## src/rtl/be_store_pkg.sv

```systemverilog
package be_store_pkg;

    typedef enum logic [1:0] {
        SZ_BYTE = 2'b00,
        SZ_HALF = 2'b01,
        SZ_WORD = 2'b10,
        SZ_WIDE = 2'b11
    } store_size_e;

    localparam int unsigned BYTE_W = 8;

endpackage

```

## src/rtl/sw_size_decode.sv

```systemverilog
module sw_size_decode #(
    parameter int unsigned OFF_W = 2
) (
    input  logic [1:0]       size_code,
    input  logic [OFF_W-1:0] offset,
    output logic [OFF_W-1:0] low_mask,
    output logic             aligned
);
    localparam int unsigned SH_W = (OFF_W + 1 > 1) ? $clog2(OFF_W + 1) : 1;

    logic [SH_W-1:0] shamt;
    logic [OFF_W:0]  span;

    always_comb begin
        if (size_code[1]) begin
            shamt = SH_W'(OFF_W);
        end else if (size_code[0]) begin
            shamt = SH_W'(1);
        end else begin
            shamt = '0;
        end
        span     = (OFF_W + 1)'(1) << shamt;
        low_mask = OFF_W'(span - (OFF_W + 1)'(1));
        aligned  = (offset & low_mask) == '0;
    end
endmodule

```

## src/rtl/sw_lane_enable.sv

```systemverilog
module sw_lane_enable #(
    parameter int unsigned LANES = 4,
    parameter int unsigned OFF_W = 2
) (
    input  logic             active,
    input  logic [OFF_W-1:0] offset,
    input  logic [OFF_W-1:0] low_mask,
    output logic [LANES-1:0] lane_en
);
    logic [OFF_W-1:0] base;

    assign base = offset & ~low_mask;

    for (genvar k = 0; k < LANES; k++) begin : g_lane
        logic [OFF_W-1:0] lane_id;
        assign lane_id    = OFF_W'(k);
        assign lane_en[k] = active && ((lane_id & ~low_mask) == base);
    end
endmodule

```

## src/rtl/sw_data_steer.sv

```systemverilog
module sw_data_steer #(
    parameter int unsigned LANES = 4,
    parameter int unsigned OFF_W = 2
) (
    input  logic [LANES*8-1:0] reg_value,
    input  logic [OFF_W-1:0]   offset,
    input  logic [OFF_W-1:0]   low_mask,
    input  logic [LANES-1:0]   lane_en,
    output logic [LANES*8-1:0] lane_data
);
    import be_store_pkg::BYTE_W;

    localparam int unsigned DATA_W = LANES * BYTE_W;

    logic [OFF_W-1:0] base;

    assign base = offset & ~low_mask;

    for (genvar k = 0; k < LANES; k++) begin : g_lane
        logic [OFF_W-1:0]  src_idx;
        logic [BYTE_W-1:0] picked;
        always_comb begin
            src_idx = base + low_mask - OFF_W'(k);
            picked  = reg_value[int'(src_idx)*BYTE_W +: BYTE_W];
        end
        assign lane_data[DATA_W-1-k*BYTE_W -: BYTE_W] = lane_en[k] ? picked : '0;
    end
endmodule

```

## src/rtl/be_store_unit.sv

```systemverilog
module be_store_unit #(
    parameter int unsigned ADDR_W = 32,
    parameter int unsigned DATA_W = 32
) (
    input  logic                                      clk,
    input  logic                                      rst_n,
    input  logic                                      req_valid,
    input  logic [1:0]                                req_size,
    input  logic [ADDR_W-1:0]                         req_addr,
    input  logic [DATA_W-1:0]                         req_data,
    output logic                                      mem_we,
    output logic [ADDR_W-$clog2(DATA_W/8)-1:0]        mem_waddr,
    output logic [DATA_W/8-1:0]                       mem_be,
    output logic [DATA_W-1:0]                         mem_wdata,
    output logic                                      misalign
);
    localparam int unsigned LANES   = DATA_W / 8;
    localparam int unsigned OFF_W   = $clog2(LANES);
    localparam int unsigned WADDR_W = ADDR_W - OFF_W;

    typedef struct packed {
        logic               we;
        logic [WADDR_W-1:0] waddr;
        logic [LANES-1:0]   be;
        logic [DATA_W-1:0]  wdata;
        logic               misalign;
    } out_state_t;

    out_state_t state_d, state_q;

    logic [OFF_W-1:0]  offset;
    logic [OFF_W-1:0]  low_mask;
    logic              aligned;
    logic              write_ok;
    logic [LANES-1:0]  lane_en;
    logic [DATA_W-1:0] lane_data;

    assign offset   = req_addr[OFF_W-1:0];
    assign write_ok = req_valid && aligned;

    sw_size_decode #(.OFF_W(OFF_W)) u_size (
        .size_code (req_size),
        .offset    (offset),
        .low_mask  (low_mask),
        .aligned   (aligned)
    );

    sw_lane_enable #(.LANES(LANES), .OFF_W(OFF_W)) u_lanes (
        .active    (write_ok),
        .offset    (offset),
        .low_mask  (low_mask),
        .lane_en   (lane_en)
    );

    sw_data_steer #(.LANES(LANES), .OFF_W(OFF_W)) u_steer (
        .reg_value (req_data),
        .offset    (offset),
        .low_mask  (low_mask),
        .lane_en   (lane_en),
        .lane_data (lane_data)
    );

    always_comb begin
        state_d = '0;
        if (req_valid) begin
            state_d.waddr = req_addr[ADDR_W-1:OFF_W];
            if (aligned) begin
                state_d.we    = 1'b1;
                state_d.be    = lane_en;
                state_d.wdata = lane_data;
            end else begin
                state_d.misalign = 1'b1;
            end
        end
    end

    always_ff @(posedge clk or negedge rst_n) begin
        if (!rst_n) begin
            state_q <= '0;
        end else begin
            state_q <= state_d;
        end
    end

    assign mem_we    = state_q.we;
    assign mem_waddr = state_q.waddr;
    assign mem_be    = state_q.be;
    assign mem_wdata = state_q.wdata;
    assign misalign  = state_q.misalign;
endmodule

```

## config.mk

```make
export PLATFORM = sky130hd
export DESIGN_NAME = be_store_unit
export DESIGN_NICKNAME = d
export VERILOG_FILES = /design/src/rtl/be_store_pkg.sv /design/src/rtl/sw_size_decode.sv /design/src/rtl/sw_lane_enable.sv /design/src/rtl/sw_data_steer.sv /design/src/rtl/be_store_unit.sv
export SDC_FILE = /design/constraint.sdc
export NUM_CORES = 1
export LEC_CHECK = 0
export ABC_AREA = 1
export CAP_MARGIN = 25
export CELL_PAD_IN_SITES_DETAIL_PLACEMENT = 1
export CELL_PAD_IN_SITES_GLOBAL_PLACEMENT = 2
export CORE_UTILIZATION = 21
export CTS_CLUSTER_DIAMETER = 150
export DETAILED_ROUTE_END_ITERATION = 10
export PLACE_DENSITY = 0.75
export SLEW_MARGIN = 25
export SYNTH_ARGS = -nofsm -noshare
export SYNTH_HDL_FRONTEND = slang
export SYNTH_HIERARCHICAL = 1
export SYNTH_SLANG_ARGS = --single-unit
```

## constraint.sdc

```tcl
create_clock -name clk -period 0.8 [get_ports clk]
set_input_delay 0.16 -clock clk [delete_from_list [all_inputs] [get_ports clk]]
set_output_delay 0.16 -clock clk [all_outputs]
set_load 0.01 [all_outputs]
```

==> impl_metrics.toml <==
[routing]
ant_nets = 0
wl_per_cell_microns = 14.6
vias_per_cell = 4.03
firstDrtPassIters = 5
drt_iter0_markers = 78
post-route-drc-count = 0
vias = 3639
wl_mm = 13.2

[global_routing]
grtUsageTotal = 0.156
antenna_found_initial = 0
gr-total-overflow = 0
grt_pass1_wl_mm = 20.8
grt_max_degree = 55
grt_pass1_vias = 3938

[power]
power-per-cell-area_nw_per_um2 = 1650
vdd_drop_max_uv = 1030
power_mw = 9.99
leakagePower_nw = 3.37

[job]
drv_cap = 0

[cts]
clock-sinks = 68
cts_tree = "yes"
clk_pin_slew_ns = 0.06
cts_root_buf = "clkbuf_16"
htree_levels = 3
clk_path_buf_depth = 2
cts_inserted_buffers = 9

[logic_synthesis]
synth-compound-area-share = 0.0167
syn_area_per_cell_sq_um = 7.00
synth_fa_ha_area_frac = 0
synthSimpleGateAreaFrac = 0.326
synth_top_cells_by_area = "dfrtp_1 47%, nand2_1 16%, inv_1 13%"
synth_top_family_by_area = "simple AND/OR/NAND/NOR gates"
yosysUniqueCellTypes = 18
synth.largest_area_cell = "dfrtp_1"
syn_nets = 581
syn_inst = 512
yosys_warnings = 6
ys_seq_area_frac = 0.475
synth_mux_area_frac = 0
synthXorXnorAreaFrac = 0
synth-seq-cells = 68
netlist.area_leader.share = 0.475
synth_area_sq_um = 3590

[setup_path]
required_ns = 1.05
critPathLaunchType = "primary input"
cp_max_fo = 7
worstPathArrival_ns = 1.31
crit_type = "in -> reg"
end_kind = "flip-flop"

[sta]
holdWs_ns = 0.284
tns_ns = -20.17
setup-violations-final = 104
max_freq_mhz = 943
min_period_ns = 1.06
final-hold-violation-count = 0
rsz0062_at_grt = "yes"
post-route-period-util = 1.33
final.setup.worst_slack_ns = -0.260
slew_violations = 0
worst_pin_slew_ns = 0.441
slew_headroom = 0.706

[floorplan]
num_rows = 47
dieArea_sq_um = 17600
start_util = 0.215
io_pins = 137
die_x_microns = 133
core_area_sq_um = 16600
die_h_microns = 133

[layout]
final_common_cell = "nand2_1"
antenna_cells = 0
area_growth_pct = 68.5
final_core_util = 0.363
drive_gt1_frac = 0.343
layout_common_cells = "115 x nand2_1, 107 x inv_1, 85 x nor2_1"
fin_nets = 747
fin_cells = 903
fin_area_sq_um = 6040

[place]
place_congestion = 0.824
placed_cell_area_sq_um = 5330
dp_hpwl_mm = 8.93
place_inst = 872
dpl_worst_slack_ns = -1.14
numPortBuffers = 136

[outcome]
violations = "negative setup slack"
status = "finished with violations"

[worst_hold_path]
hold_class = "in -> reg"
## registers in the layout, indices dropped and copies added, names as in the netlist
register and cells:
mem_waddr 30, mem_wdata 32, misalign 1, mem_we 1
mem_be 4
## metal layers
metal / vias to the layer above / GRT usage / share of wire
li1: 1768 / - / -
met1: 1740 / 0.188 / 0.44
met4: 0 / 0.0409 / 0.011
met2: 122 / 0.274 / 0.49
met3: 9 / 0.0425 / 0.055
met5: - / 0 / 0
## cell type report
type / instances / area [sq um]
clock buffers: 10 / 239
clock inverters: 6 / 87.6
fillers: 2022 / 10600
inverters: 125 / 487
multi-input cells: 299 / 1700
flip-flops and latches: 68 / 1700
well taps: 220 / 275
repair buffers: 175 / 1550
## critical path: stages
cell and delay, ns:
buf_8 0.10, buf_6 0.11, nor2_4 0.18, buf_6 0.16
buf_12 0.16, nand2_2 0.06, o21ai_2 0.07, nor2_1 0.06
nor2_1 0.09, inv_1 0.05, nor2_1 0.11
## cells in the mapped netlist
| master | instances |
|---|---|
| o21ai_1 | 5 |
| inv_1 | 122 |
| inv_2 | 3 |
| buf_8 | 1 |
| nand2_2 | 4 |
| nand3_1 | 16 |
| nand2_4 | 4 |
| buf_2 | 7 |
| nand2_1 | 154 |
| nor2_4 | 2 |
| o21ai_2 | 4 |
| nor2_1 | 101 |
| buf_4 | 3 |
| clkbuf_2 | 2 |
| buf_6 | 9 |
| clkbuf_1 | 1 |
| dfrtp_1 | 68 |
| nor2_2 | 6 |
## cell families after synthesis
family | Yosys count
compound gates | 9
flops | 68
buf+inv | 148
simple gates | 287
## path summary, 6_finish.rpt
| path | startpoint | end | cells after the start |
|---|---|---|---|
| max in group asynchronous | rst_n | mem_be[2]$_DFF_PN0_ | 3 |
| min in group asynchronous | rst_n | mem_waddr[21]$_DFF_PN0_ | 3 |
| worst min-delay path | req_valid | mem_we$_DFF_PN0_ | 4 |
| worst max-delay path | req_addr[0] | mem_wdata[9]$_DFF_PN0_ | 11 |
## where the power goes
part,internal [mW],switching [mW]
combinational,0.932,1.14
clock,2.81,1.51
sequential,3.56,0.0375
total,7.31,2.68
## timing repair
action	CTS	global route
pin swaps	68	32
hold buffers	1	0
buffers inserted	8	1
endpoints found under the setup margin	136	104
gates resized for setup	409	46
hold endpoints to repair	68	0
cloned	7	2
Note: power is estimated with default switching activity, not from simulation.
